$ cat config.mk
export PLATFORM = sky130hd
export DESIGN_NAME = serial_tx
export DESIGN_NICKNAME = d
export VERILOG_FILES = /design/src/rtl/serial_tx_pkg.sv /design/src/rtl/serial_tx_buf.sv /design/src/rtl/serial_tx_shifter.sv /design/src/rtl/serial_tx.sv
export SDC_FILE = /design/constraint.sdc
export NUM_CORES = 1
export LEC_CHECK = 0
export BUFFER_PORTS_ARGS = -buffer_cell sky130_fd_sc_hd__buf_2
export CAP_MARGIN = 25
export CORE_AREA = 8 8 171 173
export DETAILED_ROUTE_END_ITERATION = 6
export DIE_AREA = 0 0 179 181
export MAX_ROUTING_LAYER = met4
export PLACE_DENSITY = 0.51
export SLEW_MARGIN = 20
export SYNTH_ARGS = -nofsm -noshare
export SYNTH_HDL_FRONTEND = slang
export SYNTH_SLANG_ARGS = --single-unit
export TNS_END_PERCENT = 30
$ cat constraint.sdc
create_clock -name clk -period 9.78 [get_ports clk]
set_clock_uncertainty 0.15 [all_clocks]
set_input_delay 0.489 -clock clk [delete_from_list [all_inputs] [get_ports clk]]
set_output_delay 0.489 -clock clk [all_outputs]
set_load 0.02 [all_outputs]
$ cat src/rtl/serial_tx_pkg.sv
package serial_tx_pkg;

  localparam int DATA_W  = 8;
  localparam int FRAME_W = 1 + DATA_W + 1 + 2;
  localparam int LEN_W   = $clog2(FRAME_W + 1);

  typedef struct packed {
    logic [1:0] wlen;
    logic       par_en;
    logic       par_even;
    logic       par_stick;
    logic       two_stop;
  } line_cfg_t;

  function automatic int data_bits(input logic [1:0] wlen);
    return 5 + int'(wlen);
  endfunction

  function automatic logic parity_bit(input logic [DATA_W-1:0] d, input line_cfg_t c);
    logic [DATA_W-1:0] mask;
    logic              ones_odd;
    mask     = {DATA_W{1'b1}} >> (3 - int'(c.wlen));
    ones_odd = ^(d & mask);
    if (c.par_stick) return ~c.par_even;
    return c.par_even ? ones_odd : ~ones_odd;
  endfunction

  function automatic logic [LEN_W-1:0] frame_len(input line_cfg_t c);
    return LEN_W'(2 + data_bits(c.wlen) + int'(c.par_en) + int'(c.two_stop));
  endfunction

  // Bit 0 is sent first; unused upper positions stay at the idle level.
  function automatic logic [FRAME_W-1:0] build_frame(input logic [DATA_W-1:0] d,
                                                     input line_cfg_t c);
    logic [FRAME_W-1:0] f;
    int nd;
    nd   = data_bits(c.wlen);
    f    = '1;
    f[0] = 1'b0;
    for (int i = 0; i < DATA_W; i++)
      if (i < nd) f[1+i] = d[i];
    if (c.par_en) f[1+nd] = parity_bit(d, c);
    return f;
  endfunction

endpackage

$ cat src/rtl/serial_tx_buf.sv
module serial_tx_buf #(
  parameter int DEPTH = 16,
  parameter int DW    = 8
) (
  input  logic          clk,
  input  logic          rst_n,
  input  logic          one_deep,
  input  logic          push,
  input  logic [DW-1:0] din,
  input  logic          pop,
  output logic [DW-1:0] dout,
  output logic          empty,
  output logic          full
);
  localparam int AW = $clog2(DEPTH);
  localparam int CW = $clog2(DEPTH + 1);

  logic [DW-1:0] mem [DEPTH];
  logic [AW-1:0] wr_ptr, rd_ptr;
  logic [CW-1:0] count;
  logic          push_ok, pop_ok;

  assign empty   = (count == '0);
  assign full    = one_deep ? !empty : (count == CW'(DEPTH));
  assign push_ok = push && !full;
  assign pop_ok  = pop && !empty;
  assign dout    = mem[rd_ptr];

  always_ff @(posedge clk) begin
    if (push_ok) mem[wr_ptr] <= din;
  end

  always_ff @(posedge clk or negedge rst_n) begin
    if (!rst_n) begin
      wr_ptr <= '0;
      rd_ptr <= '0;
      count  <= '0;
    end else begin
      if (push_ok) wr_ptr <= (wr_ptr == AW'(DEPTH-1)) ? '0 : wr_ptr + 1'b1;
      if (pop_ok)  rd_ptr <= (rd_ptr == AW'(DEPTH-1)) ? '0 : rd_ptr + 1'b1;
      count <= count + CW'(push_ok) - CW'(pop_ok);
    end
  end

  assert_count_bound_R11: assert property (@(posedge clk) disable iff (!rst_n)
    count <= CW'(DEPTH));

  assert_full_push_dropped_R11: assert property (@(posedge clk) disable iff (!rst_n)
    (full && push && !pop) |=> count == $past(count));

  assert_one_deep_cap_R10: assert property (@(posedge clk) disable iff (!rst_n)
    (one_deep && !empty && !pop) |=> count == $past(count));

endmodule

$ cat src/rtl/serial_tx_shifter.sv
module serial_tx_shifter #(
  parameter int FRAME_W = 12,
  parameter int LEN_W   = 4,
  parameter int TICKS   = 16
) (
  input  logic               clk,
  input  logic               rst_n,
  input  logic               tick,
  input  logic               load,
  input  logic [FRAME_W-1:0] frame,
  input  logic [LEN_W-1:0]   len,
  input  logic               brk,
  output logic               txd,
  output logic               active
);
  localparam int TW = $clog2(TICKS);

  logic [FRAME_W-1:0] shreg;
  logic [LEN_W-1:0]   bits_left;
  logic [TW-1:0]      tcnt;
  logic               bit_end;

  assign bit_end = active && tick && (tcnt == TW'(TICKS-1));
  assign txd     = active ? shreg[0] : !brk;

  always_ff @(posedge clk or negedge rst_n) begin
    if (!rst_n) begin
      shreg     <= '1;
      bits_left <= '0;
      tcnt      <= '0;
      active    <= 1'b0;
    end else if (load && !active) begin
      shreg     <= frame;
      bits_left <= len - 1'b1;
      tcnt      <= '0;
      active    <= 1'b1;
    end else if (active && tick) begin
      if (bit_end) begin
        tcnt <= '0;
        if (bits_left == '0) begin
          active <= 1'b0;
        end else begin
          shreg     <= {1'b1, shreg[FRAME_W-1:1]};
          bits_left <= bits_left - 1'b1;
        end
      end else begin
        tcnt <= tcnt + 1'b1;
      end
    end
  end

  assert_start_bit_low_R2: assert property (@(posedge clk) disable iff (!rst_n)
    $rose(active) |-> !txd);

  assert_break_idle_low_R6: assert property (@(posedge clk) disable iff (!rst_n)
    (!active && brk) |-> !txd);

  assert_bit_hold_R2: assert property (@(posedge clk) disable iff (!rst_n)
    (active && $past(active) && !$past(bit_end)) |-> $stable(txd) || $past(brk) != brk);

endmodule

$ cat src/rtl/serial_tx.sv
module serial_tx
  import serial_tx_pkg::*;
#(
  parameter int FIFO_DEPTH = 16,
  parameter int BIT_TICKS  = 16
) (
  input  logic       clk,
  input  logic       rst_n,
  input  logic [7:0] wr_data,
  input  logic       wr_push,
  input  logic       buf_mode,
  input  logic [1:0] word_len,
  input  logic       par_en,
  input  logic       par_even,
  input  logic       par_stick,
  input  logic       two_stop,
  input  logic       brk_req,
  input  logic       glob_en,
  input  logic       tx_en,
  input  logic       cts,
  input  logic       cts_flow_en,
  input  logic       baud_tick,
  output logic       txd,
  output logic       busy,
  output logic       buf_empty,
  output logic       buf_full
);
  line_cfg_t          cfg;
  logic [DATA_W-1:0]  head;
  logic               tx_active;
  logic               start_ok;
  logic               cts_ok;
  logic [FRAME_W-1:0] frame;
  logic [LEN_W-1:0]   flen;

  assign cfg    = '{wlen: word_len, par_en: par_en, par_even: par_even,
                    par_stick: par_stick, two_stop: two_stop};
  assign cts_ok = !cts_flow_en || cts;
  assign start_ok = !tx_active && !buf_empty && baud_tick && glob_en && tx_en
                    && cts_ok && !brk_req;
  assign frame  = build_frame(head, cfg);
  assign flen   = frame_len(cfg);
  assign busy   = !buf_empty || tx_active;

  serial_tx_buf #(.DEPTH(FIFO_DEPTH), .DW(DATA_W)) u_buf (
    .clk(clk), .rst_n(rst_n), .one_deep(!buf_mode),
    .push(wr_push), .din(wr_data), .pop(start_ok),
    .dout(head), .empty(buf_empty), .full(buf_full)
  );

  serial_tx_shifter #(.FRAME_W(FRAME_W), .LEN_W(LEN_W), .TICKS(BIT_TICKS)) u_shift (
    .clk(clk), .rst_n(rst_n), .tick(baud_tick), .load(start_ok),
    .frame(frame), .len(flen), .brk(brk_req),
    .txd(txd), .active(tx_active)
  );

  assert_busy_covers_frame_R9: assert property (@(posedge clk) disable iff (!rst_n)
    tx_active |-> busy);

  assert_start_needs_cts_R8: assert property (@(posedge clk) disable iff (!rst_n)
    $rose(tx_active) |-> $past(cts_ok));

  assert_start_needs_enable_R7: assert property (@(posedge clk) disable iff (!rst_n)
    $rose(tx_active) |-> $past(glob_en && tx_en));

  assert_empty_not_full_R10: assert property (@(posedge clk) disable iff (!rst_n)
    buf_empty |-> !buf_full);

endmodule

==> results by group, run 1 <==
Yosys
  • Gate Count Post-Synth: 454
  • EDFF count, synth: 128
  • Async S/R FF share, synth: 21.0%
  • Syn Nets: 505
  • Post-synthesis adder-cell area fraction: approximately 4.9%
  • Synth Flop Type: edfxtp_1
  • Largest family of logic cells by synthesized area: multiplexers
  • Post-Synth Simple-Gate Area: between 5 and 6%
  • Cell variety after synth: 51
  • XOR/XNOR Fraction of Synth Area: 2.19%
  • Compound-cell area share of the yosys netlist: 5.87%
  • Sequential fraction of the synthesis area: 64.8%
  • Synth warn: 0
  • Avg Inst Size Synth: roughly 16 um^2
  • Multiplexer share of the synthesized area: 13.8%
  • FF+latch count, synth: 162
  • Mapped cell area: 7270 um^2

Timing
  • Fin. max-slew vios: 0
  • Final min period: 3650 ps
  • Endpoints failing hold: 4
  • Setup violators final: 0
  • Final period utilization: ~37%
  • Fin Setup TNS: 0 ps
  • RSZ-0062 raised after global routing: no
  • Fmax: 0.274 GHz
  • Tightest Pin Transition: 1050 ps
  • Worst Slack Setup Final: 6130 ps
  • Slew HR: 29.9%
  • Hold Slack: -2.79 ps

Power
  • Leak pwr: 3.00 nW
  • Peak VDD IR: 0.143 mV
  • Power per standard cell area: around 270 nW/um^2

Setup path
  • Crit Reg-Reg Endpoint: u_shift.shreg[5]
  • Register-to-Register Path Depth: 10
  • Crit-path max cell delay: slightly below 700 ps
  • Worst r2r src: u_buf.rd_ptr[2]
  • Flop2flop setup slack: 6130 ps
  • Setup Crit Path Kind: reg2reg
  • Crit start category: register
  • CP max FO: 14
  • Critical Path Slowest Stage Cell: dfrtp_1
  • WP data required: 9950 ps
  • Crit end category: register
  • CP Data Arrival Time: 3820 ps
  • Worst path cell trace: buf_4, mux4_2, mux4_2, nand2_1, xor2_1, xnor3_1, xnor2_1, nand2b_2, xnor2_1, a41oi_1

Global route
  • GRT Residual Overflow: 0
  • Tot GR Track Use: 10.3%
  • Number of global-route vias before repair: about 4000
  • Initial antenna violation count: 0
  • Pin count of the biggest net entering global routing: 46
  • First-pass GRT wire length: 24.2 mm

Die
  • Starting Density: 27.4%
  • Core area: 26500 um^2
  • Die W: 179 um
  • Io pins: 28
  • Die span in y: 181 um
  • Die Area: around 32000 um^2
  • Num rows: 60

Clock tree
  • Root Driver: clkbuf_16
  • Clock Path Buffers: 2
  • H-Tree Depth: 4
  • Worst-path clk slew: ~70 ps
  • TritonCTS Buffers: 17
  • Worst skew pair latency: 430 ps
  • Post-CTS setup buffers: 0
  • Clock Sinks: approximately 160
  • Post_cts resized: 0
  • CTS tree: built
  • Hold Buf Count CTS: 0

Route
  • DR DRC count: 0
  • Vias: 3948
  • Initial drt markers: 310
  • WL/cell: about 18 um
  • Final ANT Viol Nets: 0
  • Final WL: 15.5 mm
  • DR vias/cell: 4.65
  • Pre-antenna DRT Iters: 4

Cells and area
  • Layout area overhead: 16.6%
  • Nets@finish: 546
  • Final cell count without fillers: roughly 850
  • # fillers: 2571
  • Number of diodes: 0
  • Share of cells above drive strength 1: 23.4%

Outcome
  • Failing checks: hold timing
  • Outcome: finished, violations left

Placement
  • Port bufs: 27
  • Placed cells: around 810
  • Placer Congestion: 0.757
  • Setup WS pre-CTS: about 6000 ps
  • Hpwl dp: about 11 mm

Min path
  • Worst hold path class: in2async

Flow run
  • Max-Cap Viols: 0
## layout make-up
| type | instances | area (um^2) | share of cell area [%] |
|---|---|---|---|
| clock inverters | 15 | 195 | 2.30 |
| clock buffers | 17 | 425 | 5.02 |
| multi-input cells | 248 | 2360 | 27.9 |
| inverters | 24 | 90.1 | 1.06 |
| well taps | 341 | 427 | 5.04 |
| flip-flops and latches | 162 | 4710 | 55.6 |
| repair buffers | 42 | 259 | 3.06 |
## flip-flops by register name, indices dropped and copies added, names as in the netlist
register	flops
u_buf.mem	128
u_shift.shreg	12
u_buf.count	5
u_buf.rd_ptr	4
u_buf.wr_ptr	4
u_shift.bits_left	4
u_shift.tcnt	4
u_shift.active	1
## worst max-delay path: cells and delay by family, from the launching register on
kind / cells / cell delay [ps]
AOI/OAI and AO/OA: 1 / 170
muxes: 2 / 1020
and+or+nand+nor: 2 / 230
xor gates and xnor gates: 4 / 940
buffers and inverters: 1 / 340
DFF: 1 / 680
## layer usage
| layer | up-vias | track usage [%] | share of wire, % |
|---|---|---|---|
| met5 | - | - | 0 |
| met4 | 0 | 3.97 | 1.6 |
| met3 | 22 | 2.59 | 2.9 |
| met2 | 55 | 16.5 | 51 |
| met1 | 2026 | 12.2 | 45 |
| li1 | 1845 | - | - |
## report_power, final
| group | total (W) | switching (W) | internal [W] |
|---|---|---|---|
| clock network | 0.000700 | 0.000289 | 0.000411 |
| registers | 0.000922 | 0.0000677 | 0.000854 |
| logic | 0.000637 | 0.000333 | 0.000305 |
| total | 0.00226 | 0.000689 | 0.00157 |
## cells in the final DEF (no fill, tap or decap), types with 4 or more instances in the layout
cell,n
a221oi_1,5
inv_8,4
nand3_1,10
inv_1,23
buf_2,27
dfstp_2,12
a21o_1,4
buf_4,12
dfrtp_1,21
a21oi_1,16
inv_6,4
nor2b_1,5
mux4_1,13
nor3_1,4
mux4_2,17
edfxtp_1,128
o21ai_0,11
o22ai_1,4
a211oi_1,7
mux2_2,7
clkbuf_16,17
nand2_1,24
nor3_2,4
mux2i_1,18
nor2_1,24
xnor2_1,10
ha_1,25
## cells in the mapped netlist, types with 3 or more instances
| cell | n | share of area [%] |
|---|---|---|
| a21o_1 | 4 | 0.41 |
| dfstp_2 | 12 | 4.3 |
| mux4_2 | 17 | 5.3 |
| o22ai_1 | 4 | 0.34 |
| a31oi_1 | 3 | 0.26 |
| nor3_1 | 8 | 0.55 |
| a211oi_1 | 7 | 0.72 |
| a21oi_1 | 16 | 1.1 |
| xor2_1 | 3 | 0.36 |
| buf_2 | 5 | 0.34 |
| mux4_1 | 13 | 4.7 |
| mux2_2 | 7 | 1.1 |
| nand3_1 | 10 | 0.69 |
| nand2_1 | 24 | 1.2 |
| nor2_1 | 25 | 1.3 |
| o21ai_0 | 11 | 0.76 |
| buf_1 | 4 | 0.21 |
| dfrtp_1 | 22 | 7.6 |
| a22oi_1 | 3 | 0.31 |
| nor2b_1 | 5 | 0.43 |
| nand2b_1 | 3 | 0.26 |
| inv_1 | 23 | 1.2 |
| a41oi_1 | 3 | 0.36 |
| ha_1 | 25 | 4.3 |
| a221oi_1 | 5 | 0.60 |
| clkbuf_1 | 7 | 0.36 |
| and3_1 | 3 | 0.26 |
| mux2i_1 | 18 | 2.5 |
| edfxtp_1 | 128 | 53 |
| xnor2_1 | 10 | 1.2 |
## cell families after synthesis
kind of cell / Yosys count
DFF: 162
and+or+nand+nor: 85
AOI/OAI and AO/OA: 65
muxes: 56
buffers and inverters: 44
adders and majority gates: 27
xor gates and xnor gates: 15
## stage by stage
stage | area (um^2) | total power [W] | hold WS (ps) | utilization, %
3_5_place_dp | 7830 | 0.00158 | 349 | 29.5
6_report | 8470 | 0.00226 | -2.79 | 32.0
4_1_cts | 8450 | 0.00228 | 10.1 | 31.9
2_1_floorplan | 7270 | 0.00144 | 43.4 | -
5_1_grt | 8470 | 0.00237 | 41.9 | 32.0
3_3_place_gp | 7760 | 0.00155 | 346 | 29.3
## worst max-delay path by stage
stage	from	to	slack (ps)
after floorplan	u_buf.count[2]	u_buf.count[4]	6180
after global placement	u_buf.rd_ptr[2]	u_shift.shreg[4]	6280
after detailed placement	u_buf.rd_ptr[2]	u_shift.shreg[5]	6150
after CTS	u_buf.rd_ptr[0]	u_shift.shreg[5]	6120
after global routing	u_buf.rd_ptr[2]	u_shift.shreg[5]	5950
final	u_buf.rd_ptr[2]	u_shift.shreg[5]	6130
Power figures use the tool's default switching activity.
==> run 2: changes to the inputs <==
- clock period: 9.78 -> 3.62 ns (I/O delays scaled with it)
==> results by group, run 2 (synthesis gave the netlist of run 1 again) <==
Power
  • Power per standard cell area: 698 nW/um^2 (+160%)
  • Peak VDD IR: 0.421 mV (+190%)
  • Leak pwr: 3.09 nW (+3.0%)
  • Final Power: 0.00603 W (+170%)

Clock tree
  • TritonCTS Buffers: 17 (unchanged)
  • Clock Sinks: 162 (unchanged)
  • Worst skew pair latency: 420 ps (about the same)
  • Root Driver: clkbuf_16
  • H-Tree Depth: 4 (unchanged)
  • CTS tree: built
  • Clock Path Buffers: 2 (unchanged)
  • Worst-path clk slew: 60 ps (about the same)
  • Post-CTS setup buffers: 0 (unchanged)

Timing
  • Fmax: 0.300 GHz (+9.4%)
  • Setup violators final: 0 (unchanged)
  • Final min period: 3340 ps (-312 ps)
  • Final period utilization: 92.1% (+55 points)
  • Tightest Pin Transition: 849 ps (-199 ps)
  • RSZ-0062 raised after global routing: no
  • Slew HR: 43.4% (+14 points)
  • Fin. max-slew vios: 0 (unchanged)
  • Fin Setup TNS: 0 ps (unchanged)
  • Endpoints failing hold: 0 (-4)

Route
  • WL/cell: 17.6 um (-3.5%)
  • Final WL: 15.4 mm (-0.67%)
  • Vias: 4026 (+2.0%)
  • DR DRC count: 0 (unchanged)
  • Final ANT Viol Nets: 0 (unchanged)
  • Initial drt markers: 316 (+1.9%)
  • Pre-antenna DRT Iters: 5 (+1)
  • DR vias/cell: 4.61 (-0.94%)

Setup path
  • Crit end category: register
  • Flop2flop setup slack: 280 ps (-5850 ps)
  • CP max FO: 23 (+9)
  • Crit start category: register
  • Crit Reg-Reg Endpoint: u_shift.shreg[4]
  • WP data required: 3780 ps (-6170 ps)
  • Worst r2r src: u_buf.rd_ptr[2]
  • CP Data Arrival Time: 3500 ps (-320 ps)
  • Register-to-Register Path Depth: 10 (unchanged)
  • Setup Crit Path Kind: reg2reg

Cells and area
  • Nets@finish: 571 (+4.6%)
  • Number of diodes: 0 (unchanged)
  • Commonest non-fill, non-tap cell in the layout: edfxtp_1
  • Largest Register: u_buf.mem
  • Most frequent cells in the layout: edfxtp_1 (128), buf_2 (27), buf_4 (27), nor2_1 (25), ha_1 (25)
  • Layout area overhead: 18.9%
  • Biggest regs: u_buf.mem: 128 flops, u_shift.shreg: 12 flops, u_buf.count: 5 flops
  • Largest register FFs: 128 (unchanged)
  • Share of cells above drive strength 1: 23.6% (+0.21 points)

Die
  • Die W: 179 um (unchanged)
  • Die Area: 32400 um^2 (unchanged)
  • Die span in y: 181 um (unchanged)
  • Num rows: 60 (unchanged)
  • Starting Density: 27.4% (unchanged)
  • Io pins: 28 (unchanged)
  • Core area: 26500 um^2 (unchanged)

Min path
  • Worst Hold Depth: 1
  • Endpoint, Worst Hold: u_buf.mem[6][2]
  • Worst hold path startpoint: wr_data[2]
  • Worst hold path class: in2reg

Global route
  • Pin count of the biggest net entering global routing: 45 (-2.2%)
  • Tot GR Track Use: 10.0% (-0.27 points)
  • Number of global-route vias before repair: 4059 (-1.3%)
  • First-pass GRT wire length: 23.7 mm (-2.1%)
  • GRT Residual Overflow: 0 (unchanged)
  • Initial antenna violation count: 0 (unchanged)

Placement
  • Placer Congestion: 0.758 (+0.12%)
  • Hpwl dp: 10.2 mm (-3.3%)
  • Port bufs: 27 (unchanged)

Flow run
  • Max-Cap Viols: 0 (unchanged)

Outcome
  • Outcome: complete, no violations
[run 2: power by group]
part	leakage, nW	total, W	switching (W)	internal (W)
Combinational	1.26	0.00169	0.000820	0.000867
Sequential	1.55	0.00255	0.000244	0.00231
Clock	0.281	0.00179	0.000731	0.00105
Total	3.09	0.00603	0.00180	0.00423
[run 2: worst max-delay path: stages, from the launching register on]
cell,delay [ps]
dfrtp_1,500
buf_4,370
nor2_1,160
a221oi_1,450
nor2_1,60
o21ai_0,300
xnor3_1,470
xnor2_1,210
nand2b_2,120
xnor2_1,260
a41oi_1,170
[run 2: layout make-up]
cell class | instances | area [um^2]
Sequential cell | 162 | 4710
Multi-Input combinational cell | 248 | 2340
Inverter | 24 | 90.1
Tap cell | 341 | 427
Fill cell | 2543 | 17900
Clock buffer | 20 | 457
Timing Repair Buffer | 67 | 478
Clock inverter | 12 | 131
[run 2: worst max-delay path by stage]
stage | startpoint | to | slack [ps]
global route | u_buf.rd_ptr[2] | u_shift.shreg[4] | 7
floorplan | u_buf.count[2] | u_buf.count[4] | 20
global placement | u_buf.rd_ptr[0] | u_shift.shreg[4] | 270
CTS | u_buf.rd_ptr[0] | u_shift.shreg[4] | 190
detailed placement | u_buf.rd_ptr[0] | u_shift.shreg[4] | 200
finish | u_buf.rd_ptr[2] | u_shift.shreg[4] | 280
[run 2: stage by stage]
stage	cells	util, %	instance area [um^2]	setup WS [ps]	hold slack, ps
2_1_floorplan	454	-	7270	17.4	-265
3_3_place_gp	830	29.9	7930	270	164
3_5_place_dp	830	29.9	7930	199	188
4_1_cts	874	32.6	8640	189	0.587
5_1_grt	874	32.6	8640	6.78	13.7
6_report	874	32.6	8640	285	11.1
[run 2: routing by layer]
layer  part of all wire (%)  vias to the layer above  global-route usage, %  wire length, um
li1                       -                     1891                      -                -
met4                    1.9                        0                   3.94              289
met5                      0                        -                      -                0
met3                    4.2                       21                   2.36              642
met1                     45                     2032                   12.6             6970
met2                     49                       82                   15.3             7450
[run 2: repair_timing]
item,in CTS,in global routing
hold buffers,12,0
endpoints found under the hold margin,133,0
setup endpoints to repair,0,3
gates resized for setup,0,1
